File: src/rtl/dbg_entry_pkg.sv
package dbg_entry_pkg;

  localparam int PRIV_W      = 2;
  localparam int NUM_PRIV    = 1 << PRIV_W;
  localparam int CAUSE_W     = 3;
  localparam int NUM_REASONS = 4;

  // control word field positions
  localparam int BIT_PRV_LO   = 0;
  localparam int BIT_STEP     = 2;
  localparam int BIT_CAUSE_LO = 6;
  localparam int BIT_STOPCNT  = 10;
  localparam int BIT_EBRK_LO  = 12;
  localparam int USED_MSB     = BIT_EBRK_LO + NUM_PRIV - 1;

  typedef enum logic [CAUSE_W-1:0] {
    CAUSE_NONE    = 3'd0,
    CAUSE_EBREAK  = 3'd1,
    CAUSE_TRIGGER = 3'd2,
    CAUSE_HALTREQ = 3'd3,
    CAUSE_STEP    = 3'd4
  } cause_e;

  typedef enum logic [PRIV_W-1:0] {
    PRIV_U = 2'd0,
    PRIV_S = 2'd1,
    PRIV_H = 2'd2,
    PRIV_M = 2'd3
  } priv_e;

  // reason index: a higher index wins
  localparam int RSN_STEP = 0;
  localparam int RSN_HALT = 1;
  localparam int RSN_EBRK = 2;
  localparam int RSN_TRIG = 3;

  typedef struct packed {
    logic [NUM_PRIV-1:0] ebrk_en;  // indexed by privilege code
    logic                stopcnt;
    logic                step;
    cause_e              cause;
    priv_e               prv;
  } ctl_fields_t;

  function automatic cause_e cause_of(input int idx);
    case (idx)
      RSN_TRIG: cause_of = CAUSE_TRIGGER;
      RSN_EBRK: cause_of = CAUSE_EBREAK;
      RSN_HALT: cause_of = CAUSE_HALTREQ;
      RSN_STEP: cause_of = CAUSE_STEP;
      default:  cause_of = CAUSE_NONE;
    endcase
  endfunction

endpackage

File: src/rtl/dbg_reason_gen.sv
module dbg_reason_gen
  import dbg_entry_pkg::*;
(
  input  logic                   ebrk_valid_i,
  input  logic [PRIV_W-1:0]      cur_priv_i,
  input  logic                   trig_fire_i,
  input  logic                   halt_req_i,
  input  logic                   retire_i,
  input  logic                   exc_i,
  input  logic [NUM_PRIV-1:0]    ebrk_en_i,
  input  logic                   step_i,
  input  logic                   in_debug_i,
  output logic [NUM_REASONS-1:0] req_o,
  output logic                   ebrk_plain_o
);

  logic running;
  logic ebrk_enabled;
  logic step_done;

  assign running      = ~in_debug_i;
  assign ebrk_enabled = ebrk_en_i[cur_priv_i];
  // a stepped instruction ends on a retire or on a faulting attempt
  assign step_done    = step_i & (retire_i | exc_i);

  always_comb begin
    req_o           = '0;
    req_o[RSN_TRIG] = running & trig_fire_i;
    req_o[RSN_EBRK] = running & ebrk_valid_i & ebrk_enabled;
    req_o[RSN_HALT] = running & halt_req_i;
    req_o[RSN_STEP] = running & step_done;
  end

  assign ebrk_plain_o = running & ebrk_valid_i & ~ebrk_enabled;

endmodule

File: src/rtl/dbg_reason_arb.sv
module dbg_reason_arb
  import dbg_entry_pkg::*;
#(
  parameter int N = NUM_REASONS
) (
  input  logic [N-1:0] req_i,
  output logic [N-1:0] gnt_o,
  output logic         any_o,
  output cause_e       cause_o
);

  generate
    for (genvar i = 0; i < N; i++) begin : g_gnt
      if (i == N - 1) begin : g_top
        assign gnt_o[i] = req_i[i];
      end else begin : g_low
        assign gnt_o[i] = req_i[i] & ~(|req_i[N-1:i+1]);
      end
    end
  endgenerate

  assign any_o = |req_i;

  always_comb begin
    cause_o = CAUSE_NONE;
    for (int i = 0; i < N; i++) begin
      if (gnt_o[i]) cause_o = cause_of(i);
    end
  end

endmodule

File: src/rtl/dbg_ctl_regs.sv
module dbg_ctl_regs
  import dbg_entry_pkg::*;
#(
  parameter int                  DATA_W         = 32,
  parameter logic [NUM_PRIV-1:0] SUPPORTED_PRIV = 4'b1011
) (
  input  logic              clk,
  input  logic              rst_n,
  input  logic              in_debug_i,
  input  logic              wr_en_i,
  input  logic [DATA_W-1:0] wr_data_i,
  input  logic              cap_i,
  input  cause_e            cap_cause_i,
  input  priv_e             cap_priv_i,
  output ctl_fields_t       fields_o,
  output logic [DATA_W-1:0] rd_data_o
);

  localparam int TOP_PAD = DATA_W - USED_MSB - 1;

  ctl_fields_t         q;
  logic                wr_ok;
  logic [PRIV_W-1:0]   wr_prv;
  logic                unused_wr;

  assign wr_ok  = in_debug_i & wr_en_i;
  assign wr_prv = wr_data_i[BIT_PRV_LO +: PRIV_W];
  assign unused_wr = ^{wr_data_i[DATA_W-1:USED_MSB+1],
                       wr_data_i[BIT_EBRK_LO-1:BIT_STOPCNT+1],
                       wr_data_i[BIT_STOPCNT-1:BIT_STEP+1]};

  always_ff @(posedge clk or negedge rst_n) begin
    if (!rst_n) begin
      q.ebrk_en <= '0;
      q.stopcnt <= 1'b0;
      q.step    <= 1'b0;
      q.cause   <= CAUSE_NONE;
      q.prv     <= PRIV_M;
    end else if (cap_i) begin
      q.cause <= cap_cause_i;
      q.prv   <= cap_priv_i;
    end else if (wr_ok) begin
      q.ebrk_en <= wr_data_i[BIT_EBRK_LO +: NUM_PRIV];
      q.stopcnt <= wr_data_i[BIT_STOPCNT];
      q.step    <= wr_data_i[BIT_STEP];
      if (SUPPORTED_PRIV[wr_prv]) q.prv <= priv_e'(wr_prv);
    end
  end

  assign fields_o = q;

  always_comb begin
    rd_data_o                              = '0;
    rd_data_o[BIT_EBRK_LO +: NUM_PRIV]     = q.ebrk_en;
    rd_data_o[BIT_STOPCNT]                 = q.stopcnt;
    rd_data_o[BIT_CAUSE_LO +: CAUSE_W]     = q.cause;
    rd_data_o[BIT_STEP]                    = q.step;
    rd_data_o[BIT_PRV_LO +: PRIV_W]        = q.prv;
    if (TOP_PAD < 0) rd_data_o = 'x;
  end

endmodule

File: src/rtl/dbg_mode_ctrl.sv
module dbg_mode_ctrl (
  input  logic clk,
  input  logic rst_n,
  input  logic enter_i,
  input  logic resume_req_i,
  output logic in_debug_o,
  output logic enter_pulse_o,
  output logic resume_pulse_o
);

  logic go_in;
  logic go_out;

  assign go_in  = enter_i & ~in_debug_o;
  assign go_out = resume_req_i & in_debug_o;

  always_ff @(posedge clk or negedge rst_n) begin
    if (!rst_n) begin
      in_debug_o     <= 1'b0;
      enter_pulse_o  <= 1'b0;
      resume_pulse_o <= 1'b0;
    end else begin
      enter_pulse_o  <= go_in;
      resume_pulse_o <= go_out;
      if (go_in)       in_debug_o <= 1'b1;
      else if (go_out) in_debug_o <= 1'b0;
    end
  end

endmodule

File: src/rtl/dbg_entry_ctrl.sv
module dbg_entry_ctrl
  import dbg_entry_pkg::*;
#(
  parameter int                  DATA_W         = 32,
  parameter logic [NUM_PRIV-1:0] SUPPORTED_PRIV = 4'b1011
) (
  input  logic              clk,
  input  logic              rst_n,
  input  logic              ebrk_valid_i,
  input  logic [1:0]        cur_priv_i,
  input  logic              trig_fire_i,
  input  logic              halt_req_i,
  input  logic              retire_i,
  input  logic              exc_i,
  input  logic              resume_req_i,
  input  logic              ctl_wr_en_i,
  input  logic [DATA_W-1:0] ctl_wr_data_i,
  output logic [DATA_W-1:0] ctl_rd_data_o,
  output logic              dbg_enter_o,
  output logic              in_debug_o,
  output logic              ebrk_exc_o,
  output logic              resume_go_o,
  output logic [1:0]        resume_priv_o,
  output logic              cnt_inhibit_o,
  output logic              irq_mask_o
);

  logic [NUM_REASONS-1:0] req;
  logic [NUM_REASONS-1:0] gnt;
  logic                   any_req;
  logic                   ebrk_plain;
  cause_e                 win_cause;
  ctl_fields_t            fields;
  logic                   in_dbg;
  logic                   ebrk_exc_q;
  logic                   unused_gnt;

  assign unused_gnt = ^gnt;

  dbg_reason_gen u_gen (
    .ebrk_valid_i (ebrk_valid_i),
    .cur_priv_i   (cur_priv_i),
    .trig_fire_i  (trig_fire_i),
    .halt_req_i   (halt_req_i),
    .retire_i     (retire_i),
    .exc_i        (exc_i),
    .ebrk_en_i    (fields.ebrk_en),
    .step_i       (fields.step),
    .in_debug_i   (in_dbg),
    .req_o        (req),
    .ebrk_plain_o (ebrk_plain)
  );

  dbg_reason_arb #(.N(NUM_REASONS)) u_arb (
    .req_i   (req),
    .gnt_o   (gnt),
    .any_o   (any_req),
    .cause_o (win_cause)
  );

  dbg_ctl_regs #(
    .DATA_W         (DATA_W),
    .SUPPORTED_PRIV (SUPPORTED_PRIV)
  ) u_regs (
    .clk         (clk),
    .rst_n       (rst_n),
    .in_debug_i  (in_dbg),
    .wr_en_i     (ctl_wr_en_i),
    .wr_data_i   (ctl_wr_data_i),
    .cap_i       (any_req),
    .cap_cause_i (win_cause),
    .cap_priv_i  (priv_e'(cur_priv_i)),
    .fields_o    (fields),
    .rd_data_o   (ctl_rd_data_o)
  );

  dbg_mode_ctrl u_mode (
    .clk            (clk),
    .rst_n          (rst_n),
    .enter_i        (any_req),
    .resume_req_i   (resume_req_i),
    .in_debug_o     (in_dbg),
    .enter_pulse_o  (dbg_enter_o),
    .resume_pulse_o (resume_go_o)
  );

  // a disabled ebreak becomes an ordinary exception unless entry wins
  always_ff @(posedge clk or negedge rst_n) begin
    if (!rst_n) ebrk_exc_q <= 1'b0;
    else        ebrk_exc_q <= ebrk_plain & ~any_req;
  end

  assign in_debug_o    = in_dbg;
  assign ebrk_exc_o    = ebrk_exc_q;
  assign resume_priv_o = fields.prv;
  assign cnt_inhibit_o = in_dbg & fields.stopcnt;
  assign irq_mask_o    = fields.step;

endmodule

File: config.mk
export PLATFORM = sky130hd
export DESIGN_NAME = dbg_entry_ctrl
export DESIGN_NICKNAME = d
export VERILOG_FILES = /design/src/rtl/dbg_entry_pkg.sv /design/src/rtl/dbg_reason_gen.sv /design/src/rtl/dbg_reason_arb.sv /design/src/rtl/dbg_ctl_regs.sv /design/src/rtl/dbg_mode_ctrl.sv /design/src/rtl/dbg_entry_ctrl.sv
export SDC_FILE = /design/constraint.sdc
export NUM_CORES = 1
export LEC_CHECK = 0
export ABC_AREA = 0
export BUFFER_PORTS_ARGS = -buffer_cell sky130_fd_sc_hd__buf_2
export CAP_MARGIN = 0
export CORE_MARGIN = 5
export CORE_UTILIZATION = 41
export CTS_BUF_LIST = sky130_fd_sc_hd__clkbuf_4
export DETAILED_ROUTE_END_ITERATION = 8
export PLACE_DENSITY = 0.93
export SLEW_MARGIN = 40
export SYNTH_ARGS = -nofsm -noshare
export SYNTH_HDL_FRONTEND = slang
export SYNTH_SLANG_ARGS = --single-unit
File: constraint.sdc
create_clock -name clk -period 2.84 [get_ports clk]
set_input_delay 0.284 -clock clk [delete_from_list [all_inputs] [get_ports clk]]
set_output_delay 0.284 -clock clk [all_outputs]
set_load 0.1 [all_outputs]
# Yosys cells after proc, flatten, opt, wreduce, memory -nomap -nowiden
# Cells that the tools add are included.
dict set report totals {
  wordCells 54
  mem_count 0
  ramBits 0
  register_bits 15
  latch_bits 0
  output_inout_bits 40
  mem_bits_ro 0
  in_bits 43
}
dict set report op_classes {
  div_mod_pow 0
  order_cmp 2
  n_eq_ne 0
  n_mul 0
  mux 13
  add_sub_neg 0
  n_reduce_logical 8
  shifts 0
  n_bitwise 22
}
# op count
set ops {}
lappend ops {{$and A1 B1 Y1} 15}
lappend ops {{$mux W3} 4}
lappend ops {{$lt A2 B3 Y1 const B} 2}
lappend ops {{$mux W2} 3}
lappend ops {{$not A1 Y1} 6}
lappend ops {{$reduce_bool A2 Y1} 3}
lappend ops {{$bmux W1 S2} 2}
lappend ops {{$mux W1} 4}
lappend ops {{$reduce_and A2 Y1} 2}
lappend ops {{$reduce_or A4 Y1} 1}
lappend ops {{$reduce_or A3 Y1} 1}
lappend ops {{$reduce_or A2 Y1} 1}
lappend ops {{$or A1 B1 Y1} 1}

# Depth between registers and ports, before layout
dict set report logic_depth {
  ltp_word 10
  mapped_depth 4
}

# Modules after synthesis
# Synthesis repeated with hierarchy kept, for this count alone.
dict set report hier_totals {
  hier_cells 92
  area_unflattened_um2 997.2
}
# module cells_per_inst seq_area_each_um2 n_inst area_each_um2
set by_module_without_submodules {}
lappend by_module_without_submodules {dbg_ctl_regs 65 277.8 1 719.4}
lappend by_module_without_submodules {dbg_mode_ctrl 7 75.1 1 102.6}
lappend by_module_without_submodules {dbg_reason_gen 7 0.0 1 67.6}
lappend by_module_without_submodules {dbg_reason_arb 10 0.0 1 62.6}
lappend by_module_without_submodules {dbg_entry_ctrl 3 25.0 1 45.0}

# Least setup slack after synthesis
# OpenSTA, ideal clock, no wires.
dict set report synth_timing {
  kind {register to output}
  startpoint {register u_mode.in_debug_o}
  endpoint {output cnt_inhibit_o}
  arrival_time_ns 2.126
  setup_slack_ns 0.430
  stages_incl_launch_ff 3
  n_path_buf 1
  path_cell_list {dfrtp_1 clkbuf_1 and2_1}
}
dict set report synth_via {
  elab_chain_len 1
}
# item line_no
set synth_lines {}
lappend synth_lines {{start, declared} dbg_mode_ctrl.sv:6} ;# output logic in_debug_o,
lappend synth_lines {{start signal, assigned} dbg_mode_ctrl.sv:19} ;# in_debug_o <= 1'b0;
lappend synth_lines {{start signal, assigned} dbg_mode_ctrl.sv:25} ;# if (go_in) in_debug_o <= 1'b1;
lappend synth_lines {{start signal, assigned} dbg_mode_ctrl.sv:26} ;# else if (go_out) in_debug_o <= 1'b0;
lappend synth_lines {{$and A1 B1 Y1} dbg_entry_ctrl.sv:96} ;# assign cnt_inhibit_o = in_dbg & fields.stopcnt;
lappend synth_lines {{end, declared} dbg_entry_ctrl.sv:24} ;# output logic cnt_inhibit_o,
# No other way between the ends.

# Worst setup path after layout
# Ends and elaborated chain as after synthesis.

==> qor.csv <==
stage,metric,value,unit
run_status,outcome,completed,
critical_path,worstRegToRegCells,4,
routing,firstDrtPassIters,2,
final_layout,diodes,0,
critical_path,criticalPathCategory,flip-flop to output pin,
critical_path,timing.rr.start,u_mode.in_debug_o,
placed_design,portBuffers,37,
timing,finalCritPeriodShare,0.653,
global_route,grt_max_degree,16,
critical_path,crit_arrival,1.57,ns
final_layout,final_nets,163,
cts,htree_levels,1,
critical_path,critPathCaptureType,output pin,
cts,cts-root-buf,clkbuf_4,
synthesis,syn_inst,82,
timing,post-route-min-period,1.85,ns
cts,clk_pin_slew,0.09,ns
routing,finalWirelength,1.86,mm
routing,drtIter0Drc,1,
floorplan,fp-row-count,17,
global_route,grt_pass1_vias,678,
global_route,grt_usage,0.119,
run,maxCapViolations,0,
final_layout,multi_input_area,409,um2
synthesis,ys_seq_elements,15,
critical_path,crit_required,2.56,ns
routing,wl_per_cell,12.6,um
placed_design,gp_congestion,0.633,
timing,skew,0.000768,ns
final_layout,synthToLayoutAreaGrowth,16.7,%
final_layout,drive_gt1_frac,0.479,
timing,rsz0062_at_grt,no,
cts,cts_tree,yes,
timing,hold_viol,0,
timing,final-setup-viol-count,0,
routing,drc,0,
floorplan,initial_core_util,0.418,
min_path,holdPathStages,2,
synthesis,synth_area_leaders,"dfrtp_1, buf_4, mux2_2, dfstp_2, mux2_4",
synthesis,ys_seq_area_frac,0.417,
floorplan,ios,83,
synthesis,synth_cell_types,26,
cts,cts.repair.resized,0,
routing,viasPerCell,4.47,
timing,worst_slew_pin_slew,0.502,ns
floorplan,die_w,57.0,um
placed_design,place_hpwl,1.55,mm
min_path,hp-start,ctl_wr_data_i[12],
timing,tns,0,ns
cts,cts_made_buffers,3,
final_layout,fill_cells,209,
cts,cts_num_sinks,15,
synthesis,syn_avg_cell_area,11.1,um2
synthesis,synth_top_cell_by_area,dfrtp_1,
synthesis,yosys_warnings,0,
routing,vias,657,
timing,fmax,539,MHz
min_path,worst_hold_path.endpoint,u_regs.fields_o[7],
critical_path,r2r-end,u_regs.fields_o[0],
global_route,antenna_found_initial,0,
routing,ant_nets,0,
floorplan,die_y,57.0,um
synthesis,synth_area,907,um2
global_route,grt_pass1_wl,3.06,mm
timing,relSlewSlack,0.665,
critical_path,worst-path-max-fanout,14,
global_route,overflow,0,
critical_path,crit_path_start_kind,flip-flop,
min_path,min_path_type,input pin to flip-flop,
timing,maxSlewViolCount,0,
floorplan,core_region_area,0.00217,mm2
final_layout,regArea,378,um2
critical_path,r2r_slack,1.18,ns
floorplan,die_area,0.00325,mm2
cts,clockBufferDepth,2,
synthesis,netlist.area_leader.share,0.359,
cts,clk_latency,0.28,ns
==> per-stage QoR <==
| step | util | area (um2) | hold WS [ns] | instances | setup slack [ns] |
|---|---|---|---|---|---|
| after CTS | 0.488 | 1060 | 0.218 | 147 | 0.972 |
| final | 0.488 | 1060 | 0.227 | 147 | 0.986 |
| after global routing | 0.488 | 1060 | 0.216 | 147 | 0.883 |
| after floorplan | - | 982 | -0.0116 | 102 | 0.430 |
| after global placement | 0.469 | 1020 | 0.193 | 142 | 1.27 |
| after detailed placement | 0.469 | 1020 | 0.209 | 142 | 1.20 |
==> worst max-delay path, stage by stage (launching register included) <==
cell	delay, ns
dfrtp_1	0.66
and2_1	0.20
buf_2	0.42
==> sequential cells by signal, indices dropped and copies added, names as in the netlist <==
name and flops:
u_regs.fields_o 11, ebrk_exc_o 1, u_mode.enter_pulse_o 1, u_mode.in_debug_o 1, u_mode.resume_pulse_o 1
==> cell type report <==
type                    count  area share
inverters                   3      0.0106
flip-flops and latches     15       0.357
multi-input cells          59       0.387
well taps                  28      0.0331
repair buffers             38       0.184
clock buffers               4      0.0284
==> Yosys cell counts <==
master	n
and2_1	2
o21ai_0	1
o22ai_1	1
nor3b_2	1
nor2b_1	2
conb_1	1
inv_1	3
buf_4	24
nand3b_1	1
mux2_4	3
nor4b_2	1
o21ai_2	1
mux2i_1	1
a31oi_4	1
nor2_1	4
dfstp_2	2
a21o_1	1
nand3_1	1
o22a_1	1
a2bb2oi_4	1
mux2_2	6
dfrtp_1	13
a21oi_1	4
clkbuf_1	1
nand2_1	4
o311ai_1	1
==> metal layers <==
layer,vias to the layer above,wire length (um),track usage
met4,0,20,0.0530
met2,42,888,0.201
li1,304,-,-
met1,307,700,0.130
met3,4,248,0.0498
met5,-,0,0
==> logic make-up after synthesis <==
group | count (synthesis) | synth area share
compound gates | 12 | 0.124
buf+inv | 28 | 0.215
flops | 15 | 0.417
mux | 10 | 0.135
other cells | 1 | 0.00413
simple gates | 16 | 0.105
==> timing repair <==
action | 4_1_cts | 5_1_grt
hold endpoints to repair | 13 | 0
hold buffers | 1 | 0
setup endpoints to repair | 0 | 0
buffers inserted | 0 | 0
==> placed cells by master (no fill, tap or decap) <==
cell,instances
a21oi_1,4
mux2i_1,1
mux2_4,3
and2_1,2
o21ai_0,1
a31oi_4,1
nand3b_1,1
nand3_1,1
nand2_1,4
inv_1,3
a2bb2oi_4,1
dfrtp_1,13
o22a_1,1
nor4b_2,1
dlygate4sd3_1,1
conb_1,21
o22ai_1,1
o311ai_1,1
o21ai_2,1
nor2_1,4
dfstp_2,2
a21o_1,1
nor3b_2,1
buf_2,37
mux2_2,6
clkbuf_4,4
nor2b_1,2
==> worst max path at each step <==
stage	start	endpoint	slack (ns)	cells past startpoint
2_1_floorplan	u_mode.in_debug_o	cnt_inhibit_o	0.43	2
3_3_place_gp	u_mode.in_debug_o	u_regs.fields_o[0]	1.27	4
3_5_place_dp	u_mode.in_debug_o	u_regs.fields_o[0]	1.20	4
4_1_cts	u_mode.in_debug_o	cnt_inhibit_o	0.97	2
5_1_grt	u_mode.in_debug_o	cnt_inhibit_o	0.88	2
6_report	u_mode.in_debug_o	cnt_inhibit_o	0.99	2
Power is not shown: default switching activity piles up to over one toggle a cycle in this logic, so the estimate is an artifact.
